--- src/rtl/dac_bank_pkg.sv ---
package dac_bank_pkg;
  localparam int unsigned DEF_NUM_CH = 8;
  localparam int unsigned DEF_CODE_W = 8;

  // Serial pins carried together through the synchronizer.
  typedef struct packed {
    logic clk;
    logic dat;
    logic load_n;
    logic upd_n;
  } ser_pins_t;

  localparam ser_pins_t PINS_IDLE = '{clk: 1'b0, dat: 1'b0, load_n: 1'b1, upd_n: 1'b1};
endpackage

--- src/rtl/dac_bank_sync.sv ---
module dac_bank_sync #(
  parameter int unsigned W      = 4,
  parameter int unsigned STAGES = 2,
  parameter logic [W-1:0] RST_VAL = '0
) (
  input  logic         clk_i,
  input  logic         rst_ni,
  input  logic [W-1:0] d_i,
  output logic [W-1:0] lvl_o,
  output logic [W-1:0] prv_o
);
  localparam int unsigned DEPTH = STAGES + 1;

  logic [W-1:0] stg_q [DEPTH];

  always_ff @(posedge clk_i or negedge rst_ni) begin
    if (!rst_ni) begin
      for (int s = 0; s < DEPTH; s++) stg_q[s] <= RST_VAL;
    end else begin
      stg_q[0] <= d_i;
      for (int s = 1; s < DEPTH; s++) stg_q[s] <= stg_q[s-1];
    end
  end

  assign lvl_o = stg_q[STAGES-1];
  assign prv_o = stg_q[STAGES];
endmodule

--- src/rtl/dac_bank_shift.sv ---
module dac_bank_shift #(
  parameter int unsigned WORD_W = 12
) (
  input  logic              clk_i,
  input  logic              rst_ni,
  input  logic              fall_i,
  input  logic              load_hi_i,
  input  logic              bit_i,
  output logic [WORD_W-1:0] word_o
);
  logic [WORD_W-1:0] sr_q;

  always_ff @(posedge clk_i or negedge rst_ni) begin
    if (!rst_ni)                sr_q <= '0;
    else if (fall_i && load_hi_i) sr_q <= {sr_q[WORD_W-2:0], bit_i};
  end

  assign word_o = sr_q;

  // no shift while load strobe is low
  p_hold_load_low_r3: assert property (@(posedge clk_i) disable iff (!rst_ni)
    !load_hi_i |=> $stable(sr_q));
  // newest bit lands in the LSB, older bits move up
  p_shift_order_r2: assert property (@(posedge clk_i) disable iff (!rst_ni)
    (fall_i && load_hi_i) |=> (sr_q[0] == $past(bit_i)) &&
                              (sr_q[WORD_W-1:1] == $past(sr_q[WORD_W-2:0])));
endmodule

--- src/rtl/dac_bank_chan.sv ---
module dac_bank_chan #(
  parameter int unsigned CODE_W = 8
) (
  input  logic              clk_i,
  input  logic              rst_ni,
  input  logic              wr_i,
  input  logic [CODE_W:0]   wdata_i,
  input  logic              upd_lo_i,
  output logic [CODE_W-1:0] code_o,
  output logic              rng_o
);
  logic [CODE_W:0] in_q;
  logic [CODE_W:0] out_q;

  always_ff @(posedge clk_i or negedge rst_ni) begin
    if (!rst_ni)   in_q <= '0;
    else if (wr_i) in_q <= wdata_i;
  end

  always_ff @(posedge clk_i or negedge rst_ni) begin
    if (!rst_ni)       out_q <= '0;
    else if (upd_lo_i) out_q <= in_q;
  end

  assign rng_o  = out_q[CODE_W];
  assign code_o = out_q[CODE_W-1:0];

  // input latch changes only when selected
  p_in_hold_r4: assert property (@(posedge clk_i) disable iff (!rst_ni)
    !wr_i |=> $stable(in_q));
  // outputs frozen while update strobe is high
  p_out_hold_r6: assert property (@(posedge clk_i) disable iff (!rst_ni)
    !upd_lo_i |=> $stable(out_q));
  // outputs follow the input latch while update strobe is low
  p_out_follow_r5: assert property (@(posedge clk_i) disable iff (!rst_ni)
    upd_lo_i |=> (out_q == $past(in_q)));
endmodule

--- src/rtl/dac_cmd_bank.sv ---
module dac_cmd_bank
  import dac_bank_pkg::*;
#(
  parameter int unsigned NUM_CH      = DEF_NUM_CH,
  parameter int unsigned CODE_W      = DEF_CODE_W,
  parameter int unsigned SYNC_STAGES = 2
) (
  input  logic                     clk_i,
  input  logic                     rst_ni,
  input  logic                     ser_clk_i,
  input  logic                     ser_dat_i,
  input  logic                     ser_load_ni,
  input  logic                     upd_ni,
  output logic [NUM_CH*CODE_W-1:0] code_o,
  output logic [NUM_CH-1:0]        rng_o
);
  localparam int unsigned ADDR_W = (NUM_CH > 1) ? $clog2(NUM_CH) : 1;
  localparam int unsigned WORD_W = ADDR_W + 1 + CODE_W;
  localparam int unsigned PINS_W = $bits(ser_pins_t);

  ser_pins_t pins_raw, pins_lvl, pins_prv;
  logic [PINS_W-1:0] lvl_bits, prv_bits;

  assign pins_raw = '{clk: ser_clk_i, dat: ser_dat_i, load_n: ser_load_ni, upd_n: upd_ni};

  dac_bank_sync #(
    .W      (PINS_W),
    .STAGES (SYNC_STAGES),
    .RST_VAL(PINS_IDLE)
  ) u_sync (
    .clk_i (clk_i),
    .rst_ni(rst_ni),
    .d_i   (pins_raw),
    .lvl_o (lvl_bits),
    .prv_o (prv_bits)
  );

  assign pins_lvl = ser_pins_t'(lvl_bits);
  assign pins_prv = ser_pins_t'(prv_bits);

  logic sclk_fall, load_fall, load_hi, upd_lo;
  assign sclk_fall = pins_prv.clk & ~pins_lvl.clk;
  assign load_fall = pins_prv.load_n & ~pins_lvl.load_n;
  assign load_hi   = pins_lvl.load_n;
  assign upd_lo    = ~pins_lvl.upd_n;

  logic [WORD_W-1:0] word;

  dac_bank_shift #(.WORD_W(WORD_W)) u_shift (
    .clk_i    (clk_i),
    .rst_ni   (rst_ni),
    .fall_i   (sclk_fall),
    .load_hi_i(load_hi),
    .bit_i    (pins_lvl.dat),
    .word_o   (word)
  );

  logic [ADDR_W-1:0] addr;
  logic [CODE_W:0]   wdata;
  logic [NUM_CH-1:0] wr_vec;

  assign addr  = word[WORD_W-1 -: ADDR_W];
  assign wdata = word[CODE_W:0];

  for (genvar c = 0; c < NUM_CH; c++) begin : g_ch
    assign wr_vec[c] = load_fall && (addr == ADDR_W'(c));

    dac_bank_chan #(.CODE_W(CODE_W)) u_chan (
      .clk_i   (clk_i),
      .rst_ni  (rst_ni),
      .wr_i    (wr_vec[c]),
      .wdata_i (wdata),
      .upd_lo_i(upd_lo),
      .code_o  (code_o[c*CODE_W +: CODE_W]),
      .rng_o   (rng_o[c])
    );
  end

  // at most one channel written per cycle
  p_one_write_r4: assert property (@(posedge clk_i) disable iff (!rst_ni)
    $onehot0(wr_vec));
  // outputs stay put while the synchronized update strobe is high
  p_top_hold_r6: assert property (@(posedge clk_i) disable iff (!rst_ni)
    !upd_lo |=> ($stable(code_o) && $stable(rng_o)));
endmodule

--- config.mk ---
export PLATFORM = sky130hd
export DESIGN_NAME = dac_cmd_bank
export DESIGN_NICKNAME = d
export VERILOG_FILES = /design/src/rtl/dac_bank_pkg.sv /design/src/rtl/dac_bank_sync.sv /design/src/rtl/dac_bank_shift.sv /design/src/rtl/dac_bank_chan.sv /design/src/rtl/dac_cmd_bank.sv
export SDC_FILE = /design/constraint.sdc
export NUM_CORES = 1
export LEC_CHECK = 0
export ABC_CLOCK_PERIOD_IN_PS = 1600
export BUFFER_PORTS_ARGS = -buffer_cell sky130_fd_sc_hd__buf_4
export CAP_MARGIN = 10
export CORE_ASPECT_RATIO = 0.7
export CORE_MARGIN = 2
export CORE_UTILIZATION = 52
export CTS_CLUSTER_DIAMETER = 120
export CTS_CLUSTER_SIZE = 16
export DETAILED_ROUTE_END_ITERATION = 16
export PLACE_DENSITY = 0.87
export SETUP_SLACK_MARGIN = 0.02
export SLEW_MARGIN = 25
export SYNTH_ARGS = -nofsm -noshare
export SYNTH_HDL_FRONTEND = slang
export SYNTH_SLANG_ARGS = --single-unit
--- constraint.sdc ---
create_clock -name clk_i -period 1.6 [get_ports clk_i]
set_clock_uncertainty 0.05 [all_clocks]
set_input_delay 0.32 -clock clk_i [delete_from_list [all_inputs] [get_ports clk_i]]
set_output_delay 0.32 -clock clk_i [all_outputs]
set_load 0.05 [all_outputs]
==> run summary, run 1 <==
Run status -> finished, violations left
Failing checks -> negative setup slack
ANT nets after route -> 0
Max stage delay on crit path -> 0.56 ns
FF+latch count, synth -> 166
Routability cong. -> 0.744
Drt initial violations -> 158
CTS tree -> yes
Fillers -> 769
Total CTS buffers -> 17
Mapped Area -> 6230 um^2
Sequential share of the synthesized area -> 0.668
Placed inst area -> 7050 um^2
Average cell area after synthesis -> 17.0 um^2
Initial antenna violation count -> 0
Cell taking the most area after synthesis -> dfrtp_1
Setup TNS -> -1.48 ns
Final Cell Area -> 7780 um^2
DIE AREA -> 12900 um^2
Drt pass-1 iters -> 4
Worst path top cell family by delay -> flip-flops
Post-CTS Setup Repair Bufs -> 0
Fin cells -> 626
Slew Viols, Final -> 0
Num rows -> 33
Peak VDD IR -> 0.927 mV
Core Region -> 11700 um^2
CTS clock-pin slew for the worst setup and hold paths -> 0.06 ns
Clock buffer depth -> 2
Critical Path End Type -> register
Critical path class -> reg -> reg
Crit path buf inv count -> 1
Post-Synthesis Cells -> 367
Startpoint types -> register
Post-synth cell types -> 18
Clk sinks -> 166
Tmin final -> 1.66 ns
Critical Path Fanout Max -> 5
Share of layout cells above drive strength 1 -> 0.627
Pleak -> 4.13 nW
Most common cell after layout, fill and taps aside -> dfrtp_1
Slew HR -> 0.638
Critical path arrival -> 1.91 ns
Num ports -> 78
# nets final -> 462
IO buf count -> 77
Die Y-Extent -> 95.6 um
Crit-path cells -> nor3b_4 > buf_6 > nand3b_4 > mux2_2
Dpl hpwl -> 7360 um
Power Total -> 9.96 mW
Vias per cell -> 5.25
RSZ-0062 raised after global routing -> yes
Fin Hold WS -> 0.303 ns
Worst skew pair latency -> 0.42 ns
GR Overflow Total -> 0
Area of the multi-input gates -> 2030 um^2
Fmax -> 0.602 GHz
Final WS setup -> -0.0614 ns
Fin util -> 0.666
Wirelength, routed -> 12000 um
Final setup fails -> 44
Cell chosen for the clock root -> clkbuf_16
Power per standard cell area -> 1280 nW/um^2
Pre-CTS setup slack -> -0.0518 ns
# diodes -> 0
Dpl cells -> 586
Area grow syn2layout -> 24.8%
Commonest cells after routing, fill and taps aside -> 161 x dfrtp_1, 137 x mux2_2, 85 x buf_4, 19 x mux2_4, 17 x clkbuf_16
Vias in the first global route -> 3479
Hold WC Path Type -> reg -> reg
Largest cells by area after synthesis -> dfrtp_1 65%, mux2_2 27%, mux2_4 2.2%
Fin crit share -> 1.04
Drt drc -> 0
First-pass GRT wire length -> 19000 um
Via count -> 3288
Total nets after synthesis -> 373
Largest net degree at the start of global routing -> 46
Reg area -> 4160 um^2
Share of the synthesized area in the top cell type -> 0.647
Gr usage total -> 0.200
Required time worst endpoint -> 1.85 ns
Final hold violations -> 0
CP max stage cell -> dfstp_2
Number of max-cap violations -> 0
Routed wire per std cell -> 19.1 um
Die Wd -> 135 um
Worst-Margin Slew -> 0.543 ns
Initial Util -> 0.533
CTS H-Tree Depth -> 4
Synth warn -> 0
[final timing paths]
kind | cells past startpoint | slack (ns) | end | start
worst max-delay path | 4 | -0.06 | g_ch[2].u_chan.in_q[0]$_DFFE_PN0P_ | u_sync.prv_o[1]$_DFF_PN1_
worst min-delay path | 0 | 0.30 | u_sync.lvl_o[2]$_DFF_PN0_ | u_sync.stg_q[10]$_DFF_PN0_
worst max register to register | 4 | -0.06 | g_ch[2].u_chan.in_q[0]$_DFFE_PN0P_ | u_sync.prv_o[1]$_DFF_PN1_
worst min register to register | 0 | 0.30 | u_sync.lvl_o[2]$_DFF_PN0_ | u_sync.stg_q[10]$_DFF_PN0_
max in group asynchronous | 3 | 0.59 | u_sync.stg_q[8]$_DFF_PN1_ | rst_ni
min in group asynchronous | 2 | 0.32 | g_ch[0].u_chan.out_q[7]$_DFFE_PN0N_ | rst_ni
[layout make-up]
cell class | count | area share
Clock buffer | 24 | 0.0619
Clock inverter | 8 | 0.00949
Multi-Input combinational cell | 172 | 0.261
Sequential cell | 166 | 0.535
Tap cell | 157 | 0.0253
Timing Repair Buffer | 99 | 0.107
[report_power, final]
group	switching, mW	internal [mW]
Clock	1.53	2.25
Sequential	0.501	4.52
Combinational	0.663	0.494
[logic make-up (layout without fill, tap and decap cells)]
kind of cell | Yosys count | count (layout) | share of synthesized area
buffers and inverters | 32 | 131 | 0.0277
DFF | 166 | 166 | 0.668
muxes | 156 | 156 | 0.287
and+or+nand+nor | 13 | 16 | 0.0173
[metal layers]
metal	routed length (um)	up-vias	track usage
met5	0	-	0
met1	5810	1738	0.281
li1	-	1458	-
met4	133	0	0.0605
met2	5560	76	0.313
met3	469	16	0.0478
[synth_stat cells]
library cell / number
nand2_1: 2
or3_1: 1
nand3b_1: 1
nor2_2: 1
buf_1: 9
clkbuf_1: 1
nor3b_1: 2
nand3b_4: 1
and3_1: 1
nor3b_2: 1
dfrtp_1: 161
buf_2: 12
nor2_1: 1
mux2_4: 9
mux2_2: 147
buf_4: 10
dfstp_2: 5
nand3b_2: 2
[sequential cells by signal (all words and copies together), names as in the netlist]
register	cells
g_ch.u_chan.in_q	72
g_ch.u_chan.out_q	72
u_shift.word_o	12
u_sync.lvl_o	4
u_sync.prv_o	2
u_sync.stg_q	4
[repair_timing]
item | in CTS | in global routing
hold buffers | 5 | 0
gates cloned | 3 | 1
endpoints found under the hold margin | 34 | 0
gates resized for setup | 15 | 9
pin swaps | 1 | 0
endpoints found under the setup margin | 64 | 66
(Power assumes the default switching activity.)
==> run 2: changes to the inputs <==
--- a/config.mk
+++ b/config.mk
@@ -15,6 +15,7 @@
 export CTS_CLUSTER_SIZE = 16
 export DETAILED_ROUTE_END_ITERATION = 16
 export PLACE_DENSITY = 0.87
+export REMOVE_ABC_BUFFERS = 1
 export SETUP_SLACK_MARGIN = 0.02
 export SLEW_MARGIN = 25
 export SYNTH_ARGS = -nofsm -noshare
==> run summary, run 2 (synthesis gave the netlist of run 1 again) <==
Run status -> finished, violations left (unchanged)
Failing checks -> negative setup slack (unchanged)
Initial Util -> 0.533 (unchanged)
GR Overflow Total -> 0 (unchanged)
Slew HR -> 0.671 (was 0.638)
Combinational share of power -> 0.108 (was 0.116)
Switching share of total power -> 0.255 (was 0.270)
Sequential power share -> 0.467 (was 0.504)
Drt pass-1 iters -> 5 (was 4)
Vias per cell -> 5.20 (was 5.25)
# diodes -> 0 (unchanged)
Critical Path Fanout Max -> 9 (was 5)
Placed inst area -> 7060 um^2 (was 7050 um^2)
CTS tree -> yes (unchanged)
Tmin final -> 1.63 ns (was 1.66 ns)
RSZ-0062 raised after global routing -> yes (unchanged)
Worst skew pair latency -> 0.42 ns (about the same)
Startpoint types -> register (unchanged)
Drt initial violations -> 128 (was 158)
Hold EP -> u_sync.lvl_o[2]$_DFF_PN0_ (unchanged)
Dpl hpwl -> 7450 um (was 7360 um)
Num rows -> 33 (unchanged)
Share of layout cells above drive strength 1 -> 0.635 (was 0.627)
Commonest cells after routing, fill and taps aside -> 161 x dfrtp_1, 145 x mux2_2, 81 x buf_4, 18 x clkbuf_16, 11 x mux2_4 (was 161 x dfrtp_1, 137 x mux2_2, 85 x buf_4, 19 x mux2_4, 17 x clkbuf_16)
Final Cell Area -> 7900 um^2 (was 7780 um^2)
Clock Power Share -> 0.425 (was 0.380)
NetSw -> 2.74 mW (was 2.69 mW)
FF-to-FF path depth -> 4 (unchanged)
Worst R2R Start -> u_sync.prv_o[1]$_DFF_PN1_ (unchanged)
Final hold violations -> 0 (unchanged)
CTS H-Tree Depth -> 4 (unchanged)
Clock buffer depth -> 2 (unchanged)
Pleak -> 4.15 nW (was 4.13 nW)
Wirelength, routed -> 11700 um (was 12000 um)
Final WS setup -> -0.0319 ns (was -0.0614 ns)
Initial antenna violation count -> 0 (unchanged)
Peak VDD IR -> 1.16 mV (was 0.927 mV)
Drt drc -> 0 (unchanged)
Routability cong. -> 0.769 (was 0.744)
Clk sinks -> 166 (unchanged)
Power Total -> 10.7 mW (was 9.96 mW)
Hold Path Depth -> 0 (unchanged)
Fin util -> 0.676 (was 0.666)
Power per standard cell area -> 1360 nW/um^2 (was 1280 nW/um^2)
Routed wire per std cell -> 18.8 um (was 19.1 um)
DIE AREA -> 12900 um^2 (unchanged)
Critical Path End Type -> register (unchanged)
Core Region -> 11700 um^2 (unchanged)
Fin crit share -> 1.02 (was 1.04)
CTS clock-pin slew for the worst setup and hold paths -> 0.06 ns (about the same)
Total CTS buffers -> 17 (unchanged)
Most common cell after layout, fill and taps aside -> dfrtp_1 (unchanged)
Vias in the first global route -> 3437 (was 3479)
Die Y-Extent -> 95.6 um (unchanged)
Hold WC Path Type -> reg -> reg (unchanged)
Worst R2R End -> g_ch[3].u_chan.in_q[4]$_DFFE_PN0P_ (was g_ch[2].u_chan.in_q[0]$_DFFE_PN0P_)
Internal Pwr Total -> 8.00 mW (was 7.27 mW)
Gr usage total -> 0.198 (was 0.200)
Hold wc startpoint -> u_sync.stg_q[10]$_DFF_PN0_ (unchanged)
Flop2flop setup slack -> -0.03 ns (was -0.06 ns)
Slew Viols, Final -> 0 (unchanged)
Via count -> 3250 (was 3288)
First-pass GRT wire length -> 18800 um (was 19000 um)
Critical path arrival -> 1.89 ns (was 1.91 ns)
Worst-Margin Slew -> 0.494 ns (was 0.543 ns)
Num ports -> 78 (unchanged)
Required time worst endpoint -> 1.85 ns (about the same)
Number of max-cap violations -> 0 (unchanged)
ANT nets after route -> 0 (unchanged)
Die Wd -> 135 um (unchanged)
Setup TNS -> -0.314 ns (was -1.48 ns)
Final setup fails -> 16 (was 44)
IO buf count -> 77 (unchanged)
Largest net degree at the start of global routing -> 58 (was 46)
# nets final -> 461 (was 462)
Cell chosen for the clock root -> clkbuf_16 (unchanged)
Fillers -> 782 (was 769)
Area grow syn2layout -> 26.8% (was 24.8%)
Critical path class -> reg -> reg (unchanged)
Fmax -> 0.613 GHz (was 0.602 GHz)
[run 2: stage by stage]
| stage | hold slack (ns) | setup WS [ns] | std cells |
|---|---|---|---|
| floorplan | -0.0256 | -0.354 | 335 |
| global placement | 0.201 | -0.0133 | 586 |
| detailed placement | 0.210 | -0.0357 | 586 |
| CTS | 0.299 | -0.0465 | 624 |
| global route | 0.310 | -0.0769 | 625 |
| finish | 0.299 | -0.0319 | 625 |
[run 2: worst max-delay path by stage]
stage	from	slack, ns	to
after floorplan	u_sync.prv_o[1]$_DFF_PN1_	-0.35	g_ch[5].u_chan.in_q[0]$_DFFE_PN0P_
after global placement	u_sync.prv_o[1]$_DFF_PN1_	-0.01	g_ch[6].u_chan.in_q[6]$_DFFE_PN0P_
after detailed placement	u_sync.prv_o[1]$_DFF_PN1_	-0.04	g_ch[1].u_chan.in_q[6]$_DFFE_PN0P_
after CTS	u_sync.prv_o[1]$_DFF_PN1_	-0.05	g_ch[2].u_chan.in_q[8]$_DFFE_PN0P_
after global routing	u_sync.prv_o[1]$_DFF_PN1_	-0.08	g_ch[4].u_chan.in_q[0]$_DFFE_PN0P_
final	u_sync.prv_o[1]$_DFF_PN1_	-0.03	g_ch[3].u_chan.in_q[4]$_DFFE_PN0P_
[run 2: area by class of cell]
cell class | count | area, um^2 | share of cell area
sequential | 166 | 4160 | 0.527
multi-input combinational | 169 | 1960 | 0.248
timing repair buffer | 101 | 911 | 0.115
clock buffer | 20 | 447 | 0.0565
clock inverter | 12 | 224 | 0.0283
tap | 157 | 196 | 0.0249
[run 2: power by group through the flow]
stage	clock, mW	sequential (mW)	combinational [mW]
5_1_grt	4.83	5.07	1.23
6_report	4.56	5.02	1.16
4_1_cts	4.63	5.02	1.15
2_1_floorplan	0	5.22	0.363
3_5_place_dp	0	5.08	1.13
3_3_place_gp	0	5.06	1.10
[run 2: per-layer routing]
metal / wire (um) / up-vias / share of wire / GRT usage
met5: 0 / - / 0 / 0
met4: 138 / 0 / 0.012 / 0.0763
met3: 475 / 14 / 0.040 / 0.0441
met2: 5630 / 70 / 0.48 / 0.310
met1: 5490 / 1712 / 0.47 / 0.275
li1: - / 1454 / - / -
[run 2: critical path, stage by stage, from the launching register on]
cell and delay (ns):
dfstp_2 0.55, nor3b_4 0.21, and3_4 0.23, buf_12 0.13, mux2_2 0.34
[run 2: timing repair]
item,CTS,global route
pin swaps,0,1
setup endpoints to repair,47,69
hold buffers,5,0
hold endpoints to repair,36,0
resized for setup,5,13
setup buffers,0,0
gates cloned,1,1
